**src/rtl/swd_pkg.sv**
```systemverilog
package swd_pkg;

    localparam int WORD_W   = 20;
    localparam int VID_W    = 18;
    localparam int CTL_W    = 9;
    localparam int N_VOTED  = 5;
    localparam int REP      = 3;
    localparam int N_DIRECT = CTL_W - N_VOTED;
    localparam int CNT_W    = $clog2(WORD_W);

    typedef logic [WORD_W-1:0] word_t;

    typedef enum logic {
        PH_CTRL  = 1'b0,
        PH_VIDEO = 1'b1
    } phase_e;

    // one assembled word together with the phase it was framed with
    typedef struct packed {
        phase_e phase;
        word_t  bits;
    } frame_t;

    // decoded content of one word
    typedef struct packed {
        logic [VID_W-1:0] vid;
        logic [CTL_W-1:0] ctl;
        logic             is_video;
        logic             enc_err;
    } dec_t;

    // 2-of-3 vote
    function automatic logic maj3(input logic [2:0] t);
        return (t[0] & t[1]) | (t[0] & t[2]) | (t[1] & t[2]);
    endfunction

endpackage

```
**src/rtl/swd_bit_assembler.sv**
```systemverilog
module swd_bit_assembler
    import swd_pkg::*;
#(
    parameter int W  = WORD_W,
    parameter int CW = CNT_W
) (
    input  logic   clk,
    input  logic   rst,
    input  logic   bit_valid,
    input  logic   bit_in,
    input  logic   word_start,
    input  logic   phase_video,
    output frame_t frame_q,
    output logic   frame_vld_q
);

    localparam logic [CW-1:0] LAST_IDX = CW'(W - 1);

    logic [CW-1:0] cnt_q;
    logic [CW-1:0] idx;
    logic [W-1:0]  sh_q;
    logic [W-1:0]  full;
    phase_e        ph_q;
    phase_e        cur_ph;
    logic          last;

    always_comb begin
        idx    = word_start ? '0 : cnt_q;
        last   = (idx == LAST_IDX);
        cur_ph = word_start ? phase_e'(phase_video) : ph_q;
        full   = sh_q;
        full[W-1] = bit_in;
    end

    always_ff @(posedge clk) begin
        if (rst) begin
            cnt_q       <= '0;
            sh_q        <= '0;
            ph_q        <= PH_CTRL;
            frame_q     <= '0;
            frame_vld_q <= 1'b0;
        end else begin
            frame_vld_q <= 1'b0;
            if (bit_valid) begin
                sh_q[idx] <= bit_in;
                cnt_q     <= last ? '0 : idx + CW'(1);
                if (word_start) ph_q <= phase_e'(phase_video);
                if (last) begin
                    frame_q.bits  <= full;
                    frame_q.phase <= cur_ph;
                    frame_vld_q   <= 1'b1;
                end
            end
        end
    end

    // position never leaves the word
    p_cnt_bound_r1: assert property (@(posedge clk) disable iff (rst)
        cnt_q <= LAST_IDX);

    // idle cycles neither advance nor complete a word
    p_idle_hold_r11: assert property (@(posedge clk) disable iff (rst)
        !bit_valid |=> $stable(cnt_q) && !frame_vld_q);

endmodule

```
**src/rtl/swd_word_decoder.sv**
```systemverilog
module swd_word_decoder
    import swd_pkg::*;
#(
    parameter int VW = VID_W,
    parameter int NV = N_VOTED,
    parameter int ND = N_DIRECT,
    parameter int RP = REP
) (
    input  frame_t frame,
    output dec_t   dec
);

    localparam int SYM_LSB = 2;
    localparam int TRI_LSB = 1;
    localparam int DIR_LSB = TRI_LSB + RP * NV;

    logic [VW-1:0]    sym;
    logic [NV+ND-1:0] ctl;
    logic             flip;

    assign flip = frame.bits[1];

    // video symbols, optionally inverted as a group
    for (genvar k = 0; k < VW; k++) begin : g_sym
        assign sym[k] = frame.bits[SYM_LSB + k] ^ flip;
    end

    // triplicated control values
    for (genvar k = 0; k < NV; k++) begin : g_vote
        assign ctl[k] = maj3(frame.bits[TRI_LSB + RP*k +: 3]);
    end

    // single-copy control values
    for (genvar j = 0; j < ND; j++) begin : g_direct
        assign ctl[NV + j] = frame.bits[DIR_LSB + j];
    end

    always_comb begin
        dec.vid      = sym;
        dec.ctl      = ctl;
        dec.is_video = (frame.phase == PH_VIDEO);
        dec.enc_err  = (frame.phase == PH_VIDEO) ? ~frame.bits[0] : frame.bits[0];
    end

endmodule

```
**src/rtl/swd_out_reg.sv**
```systemverilog
module swd_out_reg
    import swd_pkg::*;
#(
    parameter int VW = VID_W,
    parameter int CW = CTL_W
) (
    input  logic          clk,
    input  logic          rst,
    input  logic          load,
    input  dec_t          dec,
    input  logic          err_clear,
    output logic [VW-1:0] vid_q,
    output logic [CW-1:0] ctl_q,
    output logic          de_q,
    output logic          err_q
);

    always_ff @(posedge clk) begin
        if (rst) begin
            vid_q <= '0;
            ctl_q <= '0;
            de_q  <= 1'b0;
            err_q <= 1'b0;
        end else begin
            if (load) begin
                de_q <= dec.is_video;
                if (dec.is_video) vid_q <= dec.vid;
                else              ctl_q <= dec.ctl;
            end
            err_q <= (err_q & ~err_clear) | (load & dec.enc_err);
        end
    end

    // without a decoded word the outputs hold
    p_hold_idle_r8: assert property (@(posedge clk) disable iff (rst)
        !load |=> $stable(vid_q) && $stable(ctl_q) && $stable(de_q));

    // flag stays set until cleared
    p_err_sticky_r9: assert property (@(posedge clk) disable iff (rst)
        err_q && !err_clear |=> err_q);

    // reset leaves a clean output state
    p_reset_clear_r10: assert property (@(posedge clk)
        rst |=> (vid_q == '0) && (ctl_q == '0) && !de_q && !err_q);

endmodule

```
**src/rtl/serial_word_decoder.sv**
```systemverilog
module serial_word_decoder
    import swd_pkg::*;
(
    input  logic             clk,
    input  logic             rst,
    input  logic             bit_valid,
    input  logic             bit_in,
    input  logic             word_start,
    input  logic             phase_video,
    input  logic             err_clear,
    output logic [VID_W-1:0] vid_data,
    output logic [CTL_W-1:0] ctl_data,
    output logic             de_out,
    output logic             enc_err
);

    frame_t frame;
    logic   frame_vld;
    dec_t   dec;

    swd_bit_assembler u_asm (
        .clk         (clk),
        .rst         (rst),
        .bit_valid   (bit_valid),
        .bit_in      (bit_in),
        .word_start  (word_start),
        .phase_video (phase_video),
        .frame_q     (frame),
        .frame_vld_q (frame_vld)
    );

    swd_word_decoder u_dec (
        .frame (frame),
        .dec   (dec)
    );

    swd_out_reg u_out (
        .clk       (clk),
        .rst       (rst),
        .load      (frame_vld),
        .dec       (dec),
        .err_clear (err_clear),
        .vid_q     (vid_data),
        .ctl_q     (ctl_data),
        .de_q      (de_out),
        .err_q     (enc_err)
    );

    // data-enable rises only after a completed video word
    p_de_rise_r7: assert property (@(posedge clk) disable iff (rst)
        $rose(de_out) |-> $past(frame_vld && frame.phase == PH_VIDEO));

    // data-enable falls only after a completed control word
    p_de_fall_r7: assert property (@(posedge clk) disable iff (rst)
        $fell(de_out) |-> $past(frame_vld && frame.phase == PH_CTRL));

endmodule

```
**config.mk**
```make
export PLATFORM = sky130hd
export DESIGN_NAME = serial_word_decoder
export DESIGN_NICKNAME = d
export VERILOG_FILES = /design/src/rtl/swd_pkg.sv /design/src/rtl/swd_bit_assembler.sv /design/src/rtl/swd_word_decoder.sv /design/src/rtl/swd_out_reg.sv /design/src/rtl/serial_word_decoder.sv
export SDC_FILE = /design/constraint.sdc
export NUM_CORES = 1
export LEC_CHECK = 0
export BUFFER_PORTS_ARGS = -buffer_cell sky130_fd_sc_hd__buf_2
export CAP_MARGIN = 20
export CORE_UTILIZATION = 59
export DETAILED_ROUTE_END_ITERATION = 12
export PLACE_DENSITY = 0.88
export SLEW_MARGIN = 20
export SYNTH_ARGS = -nofsm -noshare
export SYNTH_HDL_FRONTEND = slang
export SYNTH_HIERARCHICAL = 1
export SYNTH_SLANG_ARGS = --single-unit
```
**constraint.sdc**
```tcl
create_clock -name clk -period 2 [get_ports clk]
set_input_delay 0 -clock clk [delete_from_list [all_inputs] [get_ports clk]]
set_output_delay 0 -clock clk [all_outputs]
set_load 0.02 [all_outputs]
```
==> impl_metrics.csv, run 1 <==
group,metric,value,unit
yosys,ys_seq_area_frac,0.408,
global_routing,grt_pass1_wl,11600,um
finish,fill_cells,455,
setup_path,timing.rr.end,"u_asm/cnt_q[2]",
flow_run,max-cap-violations,0,
yosys,ys.flop_type,"dfxtp_1",
finish,antenna_cells,0,
pwr,internal_power,0.00220,W
global_routing,grt_remaining_overflow,0,
yosys,synth_edf_count,0,
finish,finalNetCount,402,
placement,gp_congestion,0.812,
detailed_routing,drt-total-wl,7200,um
floorplan,initial_utilization,0.622,
floorplan,dieWidth,81.5,um
pwr,switching_share,0.216,
sta,skew,0.00544,ns
sta,fmax,0.583,GHz
setup_path,reg2regPathDepth,3,
clocking,numCtsBuffers,9,
yosys,syn-instance-count,372,
placement,port_buffers,35,
detailed_routing,vias_per_cell,5.71,
clocking,clk_pin_slew,0.07,ns
sta,rsz0062_at_grt,"no",
setup_path,cp-start-kind,"flop",
pwr,combPwrFrac,0.035,
clocking,cts.repair.resized,0,
yosys,syn-num-nets,382,
sta,finalMaxSlewViolations,0,
sta,period_share,0.858,
placement,dp_hpwl,4630,um
finish,multi_input_area,0.00192,mm2
setup_path,critPathKind,"reg -> reg",
pwr,power_frac_clock,0.423,
yosys,ys_types,43,
sta,fin_ws,0.284,ns
yosys,synth_area_per_cell,10.0,um2
yosys,yosysWarnings,6,
floorplan,io_pins,36,
clocking,clockBufferDepth,2,
finish,syn2layout_area_growth,9.20,%
setup_path,r2r_start,"u_asm/cnt_q[2]",
sta,setup_violations,0,
yosys,ys_async_sr_fraction,0,
clocking,root_buffer,"clkbuf_8",
sta,fin_crit,1.72,ns
pwr,p_switching,0.000609,W
finish,fin_area,0.00407,mm2
detailed_routing,antenna_left,0,
detailed_routing,vias,2696,
finish,drive_above_1_share,0.244,
outcome,outcome,"complete, no violations",
detailed_routing,dr.pass1.iters,4,
global_routing,grt_pass1_vias,2357,
finish,regArea,0.00152,mm2
clocking,cts_sinks,76,
floorplan,die_area,0.00664,mm2
placement,placed_area,0.00382,mm2
setup_path,worstPathRequired,2.20,ns
detailed_routing,drc,0,
global_routing,grt_usage,0.230,
worst_hold_path,min_path_cells,4,
sta,worst_slew_pin_slew,0.671,ns
worst_hold_path,worstHoldStart,"bit_in",
floorplan,rows,28,
yosys,netlist_area,0.00373,mm2
setup_path,cp_data_arrival_time,1.91,ns
sta,slew_headroom,0.552,
yosys,synth-seq-cells,76,
clocking,htreeDepth,3,
pwr,p_per_area,691,mW/mm2
setup_path,cp-end-kind,"flop",
worst_hold_path,hp-class,"in -> reg",
pwr,leakage,1.71,nW
detailed_routing,wl_per_cell,15.3,um
placement,pre_cts_slack,0.332,ns
setup_path,r2r_slack,0.28,ns
pwr,p_seq_frac,0.542,
floorplan,die_h,81.5,um
pwr,irDropWorstVdd,0.467,mV
sta,setup_tns,0,ns
sta,hold_viol_final,0,
worst_hold_path,hold_end,"u_asm/sh_q[0]",
sta,fin_hold_ws,0.0651,ns
setup_path,crit_fanout,22,
floorplan,core_area,0.00599,mm2
clocking,clk_latency,0.34,ns
global_routing,antenna_found_initial,0,
detailed_routing,drtIter0Drc,131,
clocking,cts_tree,"yes",
global_routing,grt_max_degree,49,
[cells in the final DEF (no fill, tap or decap), drive strengths merged, types with 2 or more instances in the layout]
master,Yosys,layout
a311oi,2,2
nor2,5,5
clkbuf,15,13
nand4bb,9,9
ha,3,3
a21oi,25,25
clkinvlp,0,2
nor3,22,22
dlygate4sd3,0,4
dfxtp,76,76
nand3,26,26
xor2,18,18
nand2,21,21
nor4b,4,4
and4bb,3,3
buf,26,46
and3,2,2
a21bo,18,18
a31o,19,19
mux2i,21,21
o21ai,10,10
nand2b,31,31
maj3,4,4
[timing repair]
item                      4_1_cts  5_1_grt
hold buffers                    4        0
setup buffers                   0        0
hold endpoints to repair        7        0
[worst max-delay path by stage]
stage / startpoint / end / slack, ns / cells past startpoint
after global routing: u_asm/cnt_q[0] / u_asm/sh_q[0] / 0.24 / 5
final: u_asm/cnt_q[2] / u_asm/cnt_q[2] / 0.28 / 3
after floorplan: word_start / u_asm/sh_q[0] / 0.35 / 7
after CTS: u_asm/cnt_q[2] / u_asm/frame_q[1] / 0.30 / 3
after global placement: u_asm/cnt_q[2] / u_asm/sh_q[16] / 0.40 / 3
after detailed placement: u_asm/cnt_q[2] / u_asm/frame_q[1] / 0.33 / 3
[state kept, by name (all words and copies together) (netlist names)]
| register | count |
|---|---|
| u_out/vid_q | 18 |
| u_asm/frame_vld_q | 1 |
| u_out/ctl_q | 9 |
| u_asm/sh_q | 19 |
| u_asm/frame_q | 21 |
| u_asm/cnt_q | 5 |
| u_out/de_q | 1 |
| u_asm/ph_q | 1 |
| u_out/err_q | 1 |
[logic make-up (layout without fill, tap and decap cells)]
family / count (synthesis) / in the layout / synth area share
and+or+nand+nor: 131 / 131 / 0.243
adders and majority gates: 7 / 7 / 0.0208
AOI/OAI and AO/OA: 77 / 77 / 0.153
xor gates and xnor gates: 18 / 18 / 0.0423
buffers and inverters: 42 / 67 / 0.0756
DFF: 76 / 76 / 0.408
muxes: 21 / 21 / 0.0564
[synthesized netlist by cell type (3+ instances only)]
cell type,count,area share
nand4bb_1,9,0.027
a31o_1,17,0.040
nor3_2,18,0.048
o21ai_0,8,0.011
buf_2,8,0.011
and4bb_2,3,0.010
nor2_1,5,0.0050
nand2_1,21,0.021
a21oi_1,23,0.031
a21bo_1,10,0.027
xor2_1,18,0.042
buf_4,8,0.016
nor3_1,4,0.0054
a21bo_2,8,0.021
nand2b_1,31,0.052
dfxtp_1,76,0.41
ha_1,3,0.010
buf_6,9,0.027
mux2i_1,21,0.056
maj3_1,4,0.011
clkbuf_1,15,0.015
nand3_1,26,0.035
[layout make-up]
class	count	share of cell area
multi-input combinational	254	0.473
tap	75	0.0231
timing repair buffer	50	0.0793
inverter	1	0.000923
clock inverter	3	0.0111
clock buffer	13	0.0391
sequential	76	0.374
[routing by layer]
layer / part of all wire / global-route usage / vias up
met5: 0 / 0 / -
li1: - / - / 1358
met1: 0.47 / 0.312 / 1270
met2: 0.48 / 0.358 / 56
met3: 0.038 / 0.0400 / 12
met4: 0.018 / 0.102 / 0
[power groups by stage]
stage	clock [W]	combinational (W)	sequential, W
4_1_cts	0.00121	0.0000967	0.00153
3_3_place_gp	0	0.0000878	0.00156
3_5_place_dp	0	0.0000901	0.00156
5_1_grt	0.00127	0.000107	0.00153
2_1_floorplan	0	0.0000736	0.00156
6_report	0.00119	0.0000974	0.00153
[critical path, stage by stage (launching register included)]
cell	delay [ns]
dfxtp_1	0.45
or4b_4	0.77
a21oi_1	0.27
a311oi_1	0.09
[stage by stage]
stage	cells	total power [W]	utilization
floorplan	372	0.00163	-
global placement	452	0.00165	0.638
detailed placement	452	0.00165	0.638
finish	472	0.00281	0.679
CTS	472	0.00283	0.679
global route	472	0.00291	0.679
Note: power is estimated with default switching activity, not from simulation.
==> run 2: changes to the inputs <==
--- a/config.mk
+++ b/config.mk
@@ -8,6 +8,7 @@
 export BUFFER_PORTS_ARGS = -buffer_cell sky130_fd_sc_hd__buf_2
 export CAP_MARGIN = 20
 export CORE_UTILIZATION = 59
+export CTS_BUF_LIST = sky130_fd_sc_hd__clkbuf_16
 export DETAILED_ROUTE_END_ITERATION = 12
 export PLACE_DENSITY = 0.88
 export SLEW_MARGIN = 20
==> run 2 against run 1 <==
Wire length is 2.7% higher. Count of clock-buffer cells in the layout is 4 lower. Die area stayed put. Sequential power hardly changed. Fmax is 1.2% higher. Clock skew hardly changed. Via count is 1.2% higher. Power is 13% higher. Setup slack better by 0.021 ns. Critical path type unchanged.
==> impl_metrics.csv, run 2 (same netlist as run 1, synthesis figures left out) <==
group,metric,value,unit
global_routing,grt_max_degree,49,
setup_path,critPathKind,"reg -> reg",
flow_run,max-cap-violations,0,
global_routing,antenna_found_initial,0,
setup_path,worstPathRequired,2.28,ns
sta,fin_crit,1.69,ns
sta,setup_tns,0,ns
finish,top_regs,"u_asm/frame_q (21), u_asm/sh_q (19), u_out/vid_q (18)",
clocking,clk_pin_slew,0.06,ns
sta,hold_viol_final,0,
setup_path,cp-start-kind,"flop",
finish,regArea,0.00152,mm2
finish,multi_input_area,0.00192,mm2
pwr,p_per_area,763,mW/mm2
sta,finalMaxSlewViolations,0,
global_routing,grt_pass1_vias,2423,
finish,drive_above_1_share,0.239,
detailed_routing,drc,0,
finish,largest_reg_flops,21,
setup_path,cp_data_arrival_time,1.97,ns
finish,finalNetCount,402,
sta,slew_headroom,0.553,
pwr,totalPowerFinal,0.00317,W
finish,fill_cells,434,
setup_path,cp-end-kind,"flop",
outcome,outcome,"complete, no violations",
clocking,clockBufferDepth,2,
worst_hold_path,min_path_cells,3,
detailed_routing,antenna_left,0,
sta,fmax,0.590,GHz
global_routing,grt_usage,0.244,
finish,antenna_cells,0,
detailed_routing,vias_per_cell,5.78,
sta,setup_violations,0,
clocking,clk_latency,0.33,ns
detailed_routing,drtIter0Drc,170,
worst_hold_path,hp-class,"in -> reg",
setup_path,reg2regPathDepth,3,
global_routing,grt_pass1_wl,12000,um
placement,gp_congestion,0.812,
finish,mostFrequentLayoutCells,"dfxtp_1 (76), buf_2 (35), nand2b_1 (31)",
placement,dp_hpwl,4630,um
global_routing,grt_remaining_overflow,0,
floorplan,dieWidth,81.5,um
detailed_routing,dr.pass1.iters,5,
detailed_routing,wl_per_cell,15.7,um
clocking,post-cts-setup-buffer-count,0,
clocking,root_buffer,"clkbuf_16",
floorplan,die_area,0.00664,mm2
finish,fin_util,0.693,
sta,skew,0.00532,ns
clocking,htreeDepth,3,
setup_path,r2r_slack,0.31,ns
clocking,cts_sinks,76,
placement,port_buffers,35,
sta,worst_slew_pin_slew,0.670,ns
setup_path,crit_fanout,22,
finish,regMostFlops,"u_asm/frame_q",
detailed_routing,drt-total-wl,7400,um
clocking,cts_tree,"yes",
finish,syn2layout_area_growth,11.4,%
floorplan,core_area,0.00599,mm2
clocking,cts.repair.resized,0,
finish,layout_commonest_cell,"dfxtp_1",
floorplan,rows,28,
floorplan,initial_utilization,0.622,
floorplan,io_pins,36,
sta,period_share,0.847,
pwr,irDropWorstVdd,0.588,mV
pwr,leakage,1.75,nW
sta,rsz0062_at_grt,"no",
detailed_routing,vias,2728,
floorplan,die_h,81.5,um
clocking,numCtsBuffers,9,
-- run 2: cell count changes in the layout (fill, tap and decap cells not counted) --
cell / before / now
clkbuf_16: 0 / 9
clkbuf_1: 2 / 0
inv_1: 1 / 3
clkbuf_8: 11 / 0
clkinv_1: 0 / 2
-- run 2: what timing repair did --
item | 4_1_cts | 5_1_grt
hold endpoints to repair | 8 | 0
hold buffers | 4 | 0
endpoints found under the setup margin | 0 | 0
-- run 2: layer usage --
metal / vias up / global-route usage / part of all wire
met5: - / 0 / 0
met3: 12 / 0.0589 / 0.036
met2: 62 / 0.398 / 0.49
li1: 1360 / - / -
met1: 1294 / 0.305 / 0.45
met4: 0 / 0.105 / 0.021
-- run 2: cell type report --
cell class / instances / area share
flip-flops and latches: 76 / 0.367
clock inverters: 7 / 0.0145
inverters: 1 / 0.000904
repair buffers: 50 / 0.0778
well taps: 75 / 0.0226
clock buffers: 9 / 0.0543
multi-input cells: 254 / 0.463
-- run 2: power breakdown --
| part | switching (W) | internal (W) | total, W |
|---|---|---|---|
| sequential | 0.00000769 | 0.00152 | 0.00153 |
| clock | 0.000595 | 0.000947 | 0.00154 |
| combinational | 0.0000574 | 0.0000397 | 0.0000970 |
| total | 0.000660 | 0.00251 | 0.00317 |
-- run 2: per-stage QoR --
stage	cells	instance area [um2]	setup slack, ns	hold slack, ns
after CTS	472	4150	0.309	0.0583
after global routing	472	4150	0.234	0.106
final	472	4150	0.305	0.0675
after detailed placement	452	3820	0.332	0.279
after floorplan	372	3730	0.354	0.164
after global placement	452	3820	0.397	0.274
-- run 2: worst paths after layout --
kind	from	end
max	u_asm/cnt_q[2]	u_asm/frame_q[1]
min reg2reg	u_out/err_q	u_out/err_q
min	bit_valid	u_asm/cnt_q[0]
max reg2reg	u_asm/cnt_q[2]	u_asm/frame_q[1]
-- run 2: critical path, stage by stage (launching register included) --
cell and delay (ns):
dfxtp_1 0.43, or4b_4 0.77, nor3_1 0.30, a31o_2 0.14
==> run 3: changes to the inputs <==
--- a/config.mk
+++ b/config.mk
@@ -7,10 +7,10 @@
 export LEC_CHECK = 0
 export BUFFER_PORTS_ARGS = -buffer_cell sky130_fd_sc_hd__buf_2
 export CAP_MARGIN = 20
-export CORE_UTILIZATION = 59
+export CORE_UTILIZATION = 53
 export CTS_BUF_LIST = sky130_fd_sc_hd__clkbuf_16
 export DETAILED_ROUTE_END_ITERATION = 12
-export PLACE_DENSITY = 0.88
+export PLACE_DENSITY = 0.83
 export SLEW_MARGIN = 20
 export SYNTH_ARGS = -nofsm -noshare
 export SYNTH_HDL_FRONTEND = slang
==> constraint.sdc (replaced) <==
create_clock -name clk -period 1.44 [get_ports clk]
set_input_delay 0 -clock clk [delete_from_list [all_inputs] [get_ports clk]]
set_output_delay 0 -clock clk [all_outputs]
set_load 0.02 [all_outputs]
==> run 3 against run 2 <==
Register-to-register slack got worse by 0.30 ns. Sequential share of layout area decreased by 2.1 points. Sequential power grew 39%. Setup slack worse by 0.30 ns. Fmax up 18%. Count of clock-buffer cells in the layout unchanged. Non-clock buffer count up 19. First-iteration DRC count grew 9.4%. Largest cell class unchanged. Wire length increased by 1.1%. Combinational power grew 69%.
==> impl_metrics.csv, run 3 (same netlist as run 1, synthesis figures left out) <==
group,metric,value,unit
outcome,outcome,"complete, no violations",
setup_path,slowest_delay,0.52,ns
placement,placed_area,0.00402,mm2
floorplan,die_area,0.00737,mm2
setup_path,cp_data_arrival_time,1.71,ns
clocking,cts_tree,"yes",
sta,setup_violations,0,
worst_hold_path,min_path_cells,3,
floorplan,rows,30,
global_routing,grt_pass1_wl,12500,um
sta,hold_viol_final,0,
global_routing,grt_max_degree,50,
setup_path,cp-end-kind,"flop",
clocking,clockBufferDepth,2,
clocking,clk_pin_slew,0.06,ns
floorplan,io_pins,36,
sta,rsz0062_at_grt,"yes",
finish,finalNetCount,421,
sta,slew_headroom,0.723,
finish,drive_above_1_share,0.308,
placement,port_buffers,35,
global_routing,grt_usage,0.219,
finish,regArea,0.00152,mm2
sta,fin_crit,1.44,ns
clocking,numCtsBuffers,9,
setup_path,reg2regPathDepth,4,
finish,fill_cells,509,
detailed_routing,vias,2776,
setup_path,slowest_stage,"or4b_4",
floorplan,die_h,85.8,um
detailed_routing,antenna_left,0,
finish,regMostFlops,"u_asm/frame_q",
detailed_routing,dr.pass1.iters,4,
finish,antenna_cells,0,
clocking,htreeDepth,3,
clocking,root_buffer,"clkbuf_16",
detailed_routing,vias_per_cell,5.42,
finish,mostFrequentLayoutCells,"dfxtp_1 (74), buf_2 (35), nand2b_1 (31)",
floorplan,core_area,0.00679,mm2
finish,largest_reg_flops,21,
detailed_routing,drtIter0Drc,186,
pwr,internal_power,0.00353,W
pwr,p_per_area,1020,mW/mm2
finish,layout_commonest_cell,"dfxtp_1",
placement,dp_hpwl,5030,um
floorplan,dieWidth,85.8,um
floorplan,initial_utilization,0.548,
setup_path,timing.rr.end,"u_asm/frame_q[19]",
worst_hold_path,worstHoldStart,"word_start",
pwr,power_frac_clock,0.494,
sta,period_share,0.999,
detailed_routing,drc,0,
flow_run,max-cap-violations,0,
setup_path,critPathKind,"reg -> reg",
sta,setup_tns,0,ns
global_routing,grt_remaining_overflow,0,
sta,worst_slew_pin_slew,0.415,ns
finish,multi_input_area,0.00198,mm2
pwr,combPwrFrac,0.036,
detailed_routing,wl_per_cell,14.6,um
setup_path,crit_fanout,22,
pwr,switching_share,0.216,
clocking,cts_sinks,76,
worst_hold_path,hp-class,"in -> reg",
pwr,irDropWorstVdd,0.718,mV
setup_path,r2r_start,"u_asm/cnt_q[3]",
finish,syn2layout_area_growth,18.4,%
pwr,p_seq_frac,0.469,
global_routing,grt_pass1_vias,2618,
pwr,p_switching,0.000975,W
clocking,clk_latency,0.33,ns
detailed_routing,drt-total-wl,7480,um
finish,fin_area,0.00441,mm2
setup_path,worstPathRequired,1.72,ns
sta,finalMaxSlewViolations,0,
pwr,leakage,1.93,nW
worst_hold_path,hold_end,"u_asm/ph_q",
setup_path,r2r_slack,0.002,ns
setup_path,cp-start-kind,"flop",
placement,gp_congestion,0.848,
setup_path,crit_chain,"or4b_4 -> buf_12 -> nor3_2 -> a31o_2",
sta,fmax,0.695,GHz
sta,skew,0.00579,ns
finish,top_regs,"u_asm/frame_q (21), u_asm/sh_q (19), u_out/vid_q (18)",
global_routing,antenna_found_initial,0,
==> run 3: cell type report <==
class / count / share of cell area
multi-input cells: 254 / 0.449
flip-flops and latches: 76 / 0.345
repair buffers: 69 / 0.109
clock buffers: 9 / 0.0510
clock inverters: 7 / 0.0167
well taps: 96 / 0.0272
inverters: 1 / 0.000851
==> run 3: worst max-delay path: cells and delay by family, from the launching register on <==
family,cells,cell delay (ns)
simple gates,2,0.74
flops,1,0.33
buf+inv,1,0.19
compound gates,1,0.12
==> run 3: power by group through the flow <==
stage / logic [W] / clock network, W / registers (W)
6_report: 0.000164 / 0.00223 / 0.00212
2_1_floorplan: 0.000111 / 0 / 0.00216
3_5_place_dp: 0.000155 / 0 / 0.00216
4_1_cts: 0.000160 / 0.00228 / 0.00212
3_3_place_gp: 0.000152 / 0 / 0.00216
5_1_grt: 0.000181 / 0.00235 / 0.00212
==> run 3: routing by layer <==
layer	routed length [um]	track usage
met5	0	0
met4	74	0.0682
met3	303	0.0616
met2	3640	0.362
met1	3470	0.277
==> run 3: through the flow <==
stage	setup WS, ns	total power, W	utilization	std cells	hold slack, ns
after detailed placement	0.0307	0.00232	0.592	493	0.289
after floorplan	-0.0112	0.00227	-	372	0.164
after global placement	0.0693	0.00231	0.592	493	0.277
final	0.00184	0.00451	0.650	512	0.0347
after CTS	0.0142	0.00455	0.640	512	0.0216
after global routing	-0.0279	0.00465	0.650	512	0.0711
==> run 3: worst max-delay path by stage <==
stage,start,slack (ns),cells after the start,to
after floorplan,u_asm/cnt_q[0],-0.01,6,u_asm/sh_q[0]
after global placement,u_asm/cnt_q[2],0.07,5,u_asm/frame_q[1]
after detailed placement,u_asm/cnt_q[3],0.03,4,u_asm/frame_q[1]
after CTS,u_asm/cnt_q[3],0.01,4,u_asm/frame_q[1]
after global routing,u_asm/cnt_q[3],-0.03,4,u_asm/frame_q[19]
final,u_asm/cnt_q[3],0.002,4,u_asm/frame_q[19]
==> run 3: what timing repair did <==
action | CTS | global route
hold endpoints to repair | 3 | 0
hold buffers | 3 | 0
endpoints found under the setup margin | 0 | 21
resized for setup | 0 | 14
buffers inserted | 0 | 0
